**src/rtl/tamper_sup_pkg.sv**
```systemverilog
package tamper_sup_pkg;
  localparam int NUM_SRC = 10;
  localparam int REG_W   = 32;
  localparam int ADDR_W  = 2;

  localparam logic [ADDR_W-1:0] ADDR_CTRL  = 2'd0;
  localparam logic [ADDR_W-1:0] ADDR_STAT  = 2'd1;
  localparam logic [ADDR_W-1:0] ADDR_CFG   = 2'd2;
  localparam logic [ADDR_W-1:0] ADDR_IRQEN = 2'd3;

  localparam int BIT_VIOL    = 0;
  localparam int BIT_NV      = 1;
  localparam int BIT_TC_SOFT = 17;
  localparam int BIT_TC_HARD = 18;
  localparam int BIT_TL_SOFT = 29;
  localparam int BIT_TL_HARD = 30;

  localparam logic [REG_W-1:0] HARD_MASK = 32'h4015_0000;
  localparam logic [REG_W-1:0] SOFT_MASK = 32'h200A_0000;

  // status bit holding the detect latch of source idx
  function automatic int detPos(input int idx);
    return (idx < 8) ? (16 + idx) : (idx - 6);
  endfunction

  typedef struct packed {
    logic batRst;
    logic sysRst;
    logic wrCtrl;
    logic wrCfg;
    logic wrStat;
    logic wrIrqEn;
    logic clrViol;
    logic clrNv;
  } strobe_t;
endpackage

```
**src/rtl/tamper_sup_ctrl.sv**
```systemverilog
module tamper_sup_ctrl
  import tamper_sup_pkg::*;
(
  input  logic              batRstN,
  input  logic              sysRstN,
  input  logic              wrEn,
  input  logic [ADDR_W-1:0] wrAddr,
  input  logic [1:0]        wrFlags,
  input  logic              violation,
  input  logic              nonValid,
  input  logic              anyDet,
  input  logic              cfgLocked,
  output strobe_t           stb
);
  logic busOk;
  logic failOnly;

  always_comb begin
    busOk    = wrEn && batRstN && sysRstN;
    failOnly = violation && !nonValid;

    stb         = '0;
    stb.batRst  = !batRstN;
    stb.sysRst  = batRstN && !sysRstN;
    stb.wrCtrl  = busOk && (wrAddr == ADDR_CTRL);
    stb.wrCfg   = busOk && (wrAddr == ADDR_CFG) && !cfgLocked;
    stb.wrIrqEn = busOk && (wrAddr == ADDR_IRQEN);
    // failure alone: software cannot touch the status word
    stb.wrStat  = busOk && (wrAddr == ADDR_STAT) && !failOnly;
    // violation clears only from non-valid with no evidence left
    stb.clrViol = stb.wrStat && wrFlags[BIT_VIOL] && nonValid && !anyDet;
    // non-valid clears last, once the violation is gone
    stb.clrNv   = stb.wrStat && wrFlags[BIT_NV] && !violation;
  end
endmodule

```
**src/rtl/tamper_sup_dpath.sv**
```systemverilog
module tamper_sup_dpath
  import tamper_sup_pkg::*;
(
  input  logic               clk,
  input  strobe_t            stb,
  input  logic [REG_W-1:0]   wrData,
  input  logic [NUM_SRC-1:0] tamperIn,
  output logic               violation,
  output logic               nonValid,
  output logic [NUM_SRC-1:0] det,
  output logic [NUM_SRC-1:0] srcEn,
  output logic [REG_W-1:0]   lockWord,
  output logic               irqEn
);
  logic [NUM_SRC-1:0] hit;
  logic [NUM_SRC-1:0] clrMask;
  logic [REG_W-1:0]   hardLk;
  logic [REG_W-1:0]   softLk;

  assign hit = tamperIn & srcEn;

  for (genvar g = 0; g < NUM_SRC; g++) begin : g_clr
    assign clrMask[g] = stb.wrStat && wrData[detPos(g)];
  end

  always_ff @(posedge clk) begin
    if (stb.batRst) begin
      violation <= 1'b0;
      nonValid  <= 1'b1;
      det       <= '0;
      srcEn     <= '0;
      hardLk    <= '0;
      softLk    <= '0;
      irqEn     <= 1'b0;
    end else begin
      det <= (det & ~clrMask) | hit;

      if (|hit)             violation <= 1'b1;
      else if (stb.clrViol) violation <= 1'b0;

      if (stb.sysRst && violation) nonValid <= 1'b1;
      else if (stb.clrNv)          nonValid <= 1'b0;

      if (stb.wrCfg) srcEn <= wrData[NUM_SRC-1:0];

      if (stb.wrCtrl) hardLk <= hardLk | (wrData & HARD_MASK);

      if (stb.sysRst)      softLk <= '0;
      else if (stb.wrCtrl) softLk <= softLk | (wrData & SOFT_MASK);

      if (stb.sysRst)       irqEn <= 1'b0;
      else if (stb.wrIrqEn) irqEn <= wrData[0];
    end
  end

  assign lockWord = hardLk | softLk;
endmodule

```
**src/rtl/tamper_sup_top.sv**
```systemverilog
module tamper_sup_top
  import tamper_sup_pkg::*;
(
  input  logic               clk,
  input  logic               batRstN,
  input  logic               sysRstN,
  input  logic [NUM_SRC-1:0] tamperIn,
  input  logic               wrEn,
  input  logic [ADDR_W-1:0]  wrAddr,
  input  logic [REG_W-1:0]   wrData,
  output logic [REG_W-1:0]   statusWord,
  output logic [REG_W-1:0]   ctrlWord,
  output logic [REG_W-1:0]   cfgWord,
  output logic               secIrq,
  output logic               freezeTime,
  output logic               timeWrAllow
);
  strobe_t            stb;
  logic               violation;
  logic               nonValid;
  logic               irqEn;
  logic [NUM_SRC-1:0] det;
  logic [NUM_SRC-1:0] srcEn;
  logic [REG_W-1:0]   lockWord;

  tamper_sup_ctrl ctrl_i (
    .batRstN   (batRstN),
    .sysRstN   (sysRstN),
    .wrEn      (wrEn),
    .wrAddr    (wrAddr),
    .wrFlags   (wrData[1:0]),
    .violation (violation),
    .nonValid  (nonValid),
    .anyDet    (|det),
    .cfgLocked (lockWord[BIT_TL_HARD] | lockWord[BIT_TL_SOFT]),
    .stb       (stb)
  );

  tamper_sup_dpath dpath_i (
    .clk       (clk),
    .stb       (stb),
    .wrData    (wrData),
    .tamperIn  (tamperIn),
    .violation (violation),
    .nonValid  (nonValid),
    .det       (det),
    .srcEn     (srcEn),
    .lockWord  (lockWord),
    .irqEn     (irqEn)
  );

  always_comb begin
    statusWord = '0;
    for (int i = 0; i < NUM_SRC; i++) statusWord[detPos(i)] = det[i];
    statusWord[BIT_NV]   = nonValid;
    statusWord[BIT_VIOL] = violation;
    cfgWord = '0;
    cfgWord[NUM_SRC-1:0] = srcEn;
  end

  assign ctrlWord    = lockWord;
  assign secIrq      = violation & irqEn;
  assign freezeTime  = violation | nonValid;
  assign timeWrAllow = !(lockWord[BIT_TC_SOFT] | lockWord[BIT_TC_HARD]);
endmodule

```
**config.mk**
```make
export PLATFORM = sky130hd
export DESIGN_NAME = tamper_sup_top
export DESIGN_NICKNAME = d
export VERILOG_FILES = /design/src/rtl/tamper_sup_pkg.sv /design/src/rtl/tamper_sup_ctrl.sv /design/src/rtl/tamper_sup_dpath.sv /design/src/rtl/tamper_sup_top.sv
export SDC_FILE = /design/constraint.sdc
export NUM_CORES = 1
export LEC_CHECK = 0
export BUFFER_PORTS_ARGS = -buffer_cell sky130_fd_sc_hd__clkbuf_2
export CORE_AREA = 2 2 75 77
export DETAILED_ROUTE_END_ITERATION = 7
export DIE_AREA = 0 0 77 79
export PLACE_DENSITY = 0.73
export SYNTH_ARGS = -nofsm -noshare
export SYNTH_HDL_FRONTEND = slang
export SYNTH_HIERARCHICAL = 1
export SYNTH_SLANG_ARGS = --single-unit
```
**constraint.sdc**
```tcl
create_clock -name clk -period 1.7 [get_ports clk]
set_clock_uncertainty 0.2 [all_clocks]
set_input_delay 0.255 -clock clk [delete_from_list [all_inputs] [get_ports clk]]
set_output_delay 0.255 -clock clk [all_outputs]
set_load 0.02 [all_outputs]
```
After elaboration in Yosys (flattened, before gate mapping):

Index checks and enable logic that the tools add are counted.

* bits in registers: 87
* bits of input ports: 48
* output and inout port bits: 99

* eq/ne operators: 3
* mux-type cells: 2
* bitwise gates (word level): 12
* reduce and logical (&&, ||, !) cells: 39

Operator list (count)
* 32-bit by 30-bit OR with 32-bit output: 1
* 32-bit by 31-bit OR with 32-bit output: 1
* 32-bit OR: 1
* 1-bit logical AND: 26
* 10-bit bitwise AND: 2
* 10-bit OR reduction: 2
* 10-bit inverter: 1
* 10-bit OR: 1
* 1-bit logical NOT: 7
* 2-bit == test, second input constant: 2
* 2-bit OR reduction: 2
* 1-bit OR: 3
* 2-bit by 1-bit == test with 1-bit output, second input constant: 1
* 2-bit logical NOT: 1
* 1-bit two-way mux: 2
* 2-bit nonzero test: 1
* 1-bit bitwise AND: 1
* 1-bit inverter: 1

Logic depth before layout (Yosys ltp):

* word-level depth: 9
* gate-level depth with buffers: 7
* gate-level depth less buffers: 7

Cells and area by module:

Netlist, hierarchy kept.

By module, submodules not included
* tamper_sup_dpath: times used 1, cells an instance 141, area each 1251.2 µm²
* tamper_sup_top: times used 1, cells an instance 53, area each 377.9 µm²
* tamper_sup_ctrl: times used 1, cells an instance 13, area each 85.1 µm²

Worst setup path after synthesis:

No wires, ideal clock.

* path kind: reg-to-reg
* from: register dpath_i.det[1]
* to: register dpath_i.violation
* arrival time: 1352 ps
* setup slack: 19 ps
* stages on the path, launching flop included: 8
* buffers on the path: 0
* period minus slack after synthesis: 1681 ps
* cells stage by stage: dfxtp_1 nor4_1 nand3_1 nand4bb_1 nor2_1 inv_1 a222oi_1 a31oi_1

RTL lines
* from (decl): line tamper_sup_dpath.sv:10 `output logic [NUM_SRC-1:0] det,`
* from (signal assigned): line tamper_sup_dpath.sv:36 `det <= (det & ~clrMask) | hit;`
* to (signal assigned): line tamper_sup_dpath.sv:28 `violation <= 1'b0;`
* to (signal assigned): line tamper_sup_dpath.sv:38 `if (|hit) violation <= 1'b1;`
* to (signal assigned): line tamper_sup_dpath.sv:39 `else if (stb.clrViol) violation <= 1'b0;`
* to (decl): line tamper_sup_dpath.sv:8 `output logic violation,`

==> results.md <==
- Status: finished, final reports clean
- Layout Cell Area excl Fill: approximately 2100 sq um
- Worst reg-to-reg setup slack: ~0.015 ns
- Commonest non-fill, non-tap cells in the layout: conb_1 (67), clkbuf_2 (67), dfxtp_1 (29)
- Fraction of layout instances using a drive strength above 1: 33.8%
- Count of state elements after synthesis: 30
- Core Region: 5340 sq um
- Share of synthesized area occupied by flip-flops and latches: 35.0%
- CTS H-tree depth: 2
- Area occupied by registers: 602 sq um
- Area of the multi-input gates: 825 sq um
- GR met1 Demand/Resource: around 17%
- Clock transition time at the flip-flop clock pins of the worst setup and hold paths: 0.06 ns
- Routing usage on met3: 4.09%
- WL/cell: 10.9 um
- Global routing usage on met2: 20.4%
- Number of cells produced by synthesis: 207
- Global-route usage over all layers: between 10% and 20%
- Detailed-route wire length: 3.95 mm
- Class of the most critical hold timing path: in2reg
- First DRT Iteration DRCs: 32
- Crit path largest cell delay: 0.33 ns
- Aggregate global routing overflow: 0
- Pre-CTS worst setup slack: -0.0387 ns
- Leak pwr: around 0.0010 uW
- Final hold violations: 0
- Via density per instance: 3.94
- Logic depth of the worst register-to-register path: 7
- Starting Density: ~32%
- Total number of clock tree sinks: 30
- Global route hottest layer: met2
- Crit path arrival time: ~1.6 ns
- DR vias: 1426
- Num CTS Buffers: 5
- Dpl hpwl: 3.19 mm
- Cell depth of the worst min-delay path: 3
- RSZ-0062 raised after global routing: true
- Yosys warnings: 6
- I/O pin total: 147
- Y dimension of the die: 79 um
- Total standard cell area after synthesis: 1710 sq um
- Mean post-synth cell area: 8.28 sq um
- Maximum root-to-sink buffer count: 2
- Power share of the combinational group: 16.8%
- CP cell instances: nor4_2 > nand3_1 > nand4bb_1 > nor2_1 > inv_1 > a222oi_1 > a31oi_1
- Number of routed nets with antenna violations: 0
- Vias in the first global route: 1220
- Die Outline Area: 6080 sq um
- DRC violation count after routing: 0
- Async set or reset register ratio after synthesis: 0%
- Critical path data required time: 1.65 ns
- Final period demand of the worst path: 1.68 ns
- Max Transition Viols Final: 0
- Skew-Pair Late Insertion Delay: 0.28 ns
- Fraction of power spent switching nets: 30.2%
- Cell Int Power: 1100 uW
- Clock tree from TritonCTS: done
- Classification of the worst setup path: reg2reg
- Part of the total power dissipated in sequential elements: roughly 46%
- Share of power burned in the clock network: 37.6%
- Post-layout net count: 337
- Max-cap violations: 0
- Wire length of the first global-routing pass: 6.13 mm
- Power per unit of standard cell area: 755 nW/um^2
- Worst setup SP type: flip-flop
- Standard-cell row count: 27
- Buffer count from post-CTS setup fixing: 0
- Hold Startpoint: wrData[7]
- Placed cell areas: 1960 sq um
- Antenna violations before repair: 0
- Startpoint of the worst register-to-register path: dpath_i/det[1]$_SDFF_PP0_
- Total power of the final layout: 1580 uW
- Routability congestion estimate: 0.772
- Most used flip-flop cell after synthesis: dfxtp_1
- Overall die width: 77 um
- Number of filler cells placed in the layout: around 560
- Number of enable flip-flop cells after synthesis: 0
- Capture instance of the worst register-to-register path: dpath_i/violation$_SDFFE_PP0P_
- End of the worst hold path: dpath_i/srcEn[7]$_SDFFE_PP0P_
- CTS Root Cell: clkbuf_8
- VDD IR-drop max: 0.000490 V
- Period utilisation layout: a little under 100%
- Number of setup violations in the final report: 0
- Slowest-stage cell, CP: dfxtp_1
- Net Switching: 476 uW
- Endpoint class of the critical path: flip-flop
- Max Fanout on Critical Path: 2
- Antenna Diode Count: 0
- Maximum number of pins on one net before global-route repair: 17
- Maximum clock rate: 594 MHz
- Number of iterations in the first detailed-routing pass: 4
- Number of input and output port buffers inserted: 67
- Area Overhead vs Synth: 22.0%
- Setup TNS: 0 ns
- Number of distinct library cells after synthesis: 24
- Worst Slack Setup Final: 0.0152 ns
[through the flow]
stage / std cells / util (%) / hold WS (ns)
finish: 362 / 39.2 / 0.0113
global route: 362 / 39.2 / 0.0111
CTS: 362 / 38.8 / 0.00232
detailed placement: 353 / 36.8 / 0.262
global placement: 353 / 36.8 / 0.251
floorplan: 272 / - / 0.200
[timing repair]
item	4_1_cts	5_1_grt
gates resized for setup	1	4
hold endpoints to repair	1	0
hold buffers	1	0
pin swaps	3	1
setup endpoints to repair	1	11
[flip-flops by register name, summed over array words and instances, names as in the netlist]
signal / cells
dpath_i/det: 10
dpath_i/srcEn: 10
dpath_i/hardLk: 4
dpath_i/softLk: 3
dpath_i/irqEn: 1
dpath_i/nonValid: 1
dpath_i/violation: 1
[cell usage after synthesis (all sizes together) (2+ instances only)]
cell | count | share of area, %
nand2 | 22 | 4.8
a21oi | 13 | 3.8
buf | 74 | 32
nor2 | 23 | 5.0
mux2i | 11 | 6.4
nand3 | 2 | 0.58
or2 | 2 | 0.73
nor3 | 6 | 1.8
a22oi | 5 | 2.2
dfxtp | 30 | 35
inv | 4 | 0.88
nor4 | 3 | 1.1
conb | 2 | 0.44
[worst max-delay path: cells and delay by family (launching register included)]
| family | cells | cell delay, ns |
|---|---|---|
| flops | 1 | 0.33 |
| simple gates | 4 | 0.66 |
| buf+inv | 1 | 0.04 |
| compound gates | 2 | 0.33 |
[cell families after synthesis]
logic type      Yosys count  synth area share, %
flops                    30                 35.0
mux                      11                 6.42
buf+inv                  78                 32.7
simple gates             65                 17.9
compound gates           21                 7.52
other cells               2                0.438
[final cells by class]
class	count	area share, %
Timing Repair Buffer	84	22.4
Clock inverter	1	0.239
Tap cell	72	4.31
Multi-Input combinational cell	164	39.4
Sequential cell	30	28.8
Clock buffer	7	4.13
Inverter	4	0.718
[power groups by stage]
stage	registers (uW)	logic (uW)	clock network, uW
after floorplan	743	292	0
after CTS	718	264	617
after global placement	734	260	0
final	719	266	594
after detailed placement	734	261	0
after global routing	720	288	643
[worst max path at each step]
stage	from	slack (ns)	cells past startpoint	to
final	dpath_i/det[1]$_SDFF_PP0_	0.02	7	dpath_i/violation$_SDFFE_PP0P_
after floorplan	dpath_i/det[1]$_SDFF_PP0_	0.02	7	dpath_i/violation$_SDFFE_PP0P_
after global routing	dpath_i/det[1]$_SDFF_PP0_	-0.17	7	dpath_i/violation$_SDFFE_PP0P_
after detailed placement	dpath_i/det[7]$_SDFF_PP0_	-0.04	7	dpath_i/violation$_SDFFE_PP0P_
after CTS	dpath_i/det[8]$_SDFF_PP0_	0.002	7	dpath_i/violation$_SDFFE_PP0P_
after global placement	dpath_i/det[7]$_SDFF_PP0_	-0.04	7	dpath_i/violation$_SDFFE_PP0P_
[layer usage]
layer / wire (um) / vias to the layer above
li1: - / 710
met1: 1750 / 634
met2: 1880 / 78
met3: 283 / 4
met4: 38 / 0
met5: 0 / -
No activity file was read; power rests on OpenSTA's default activity.
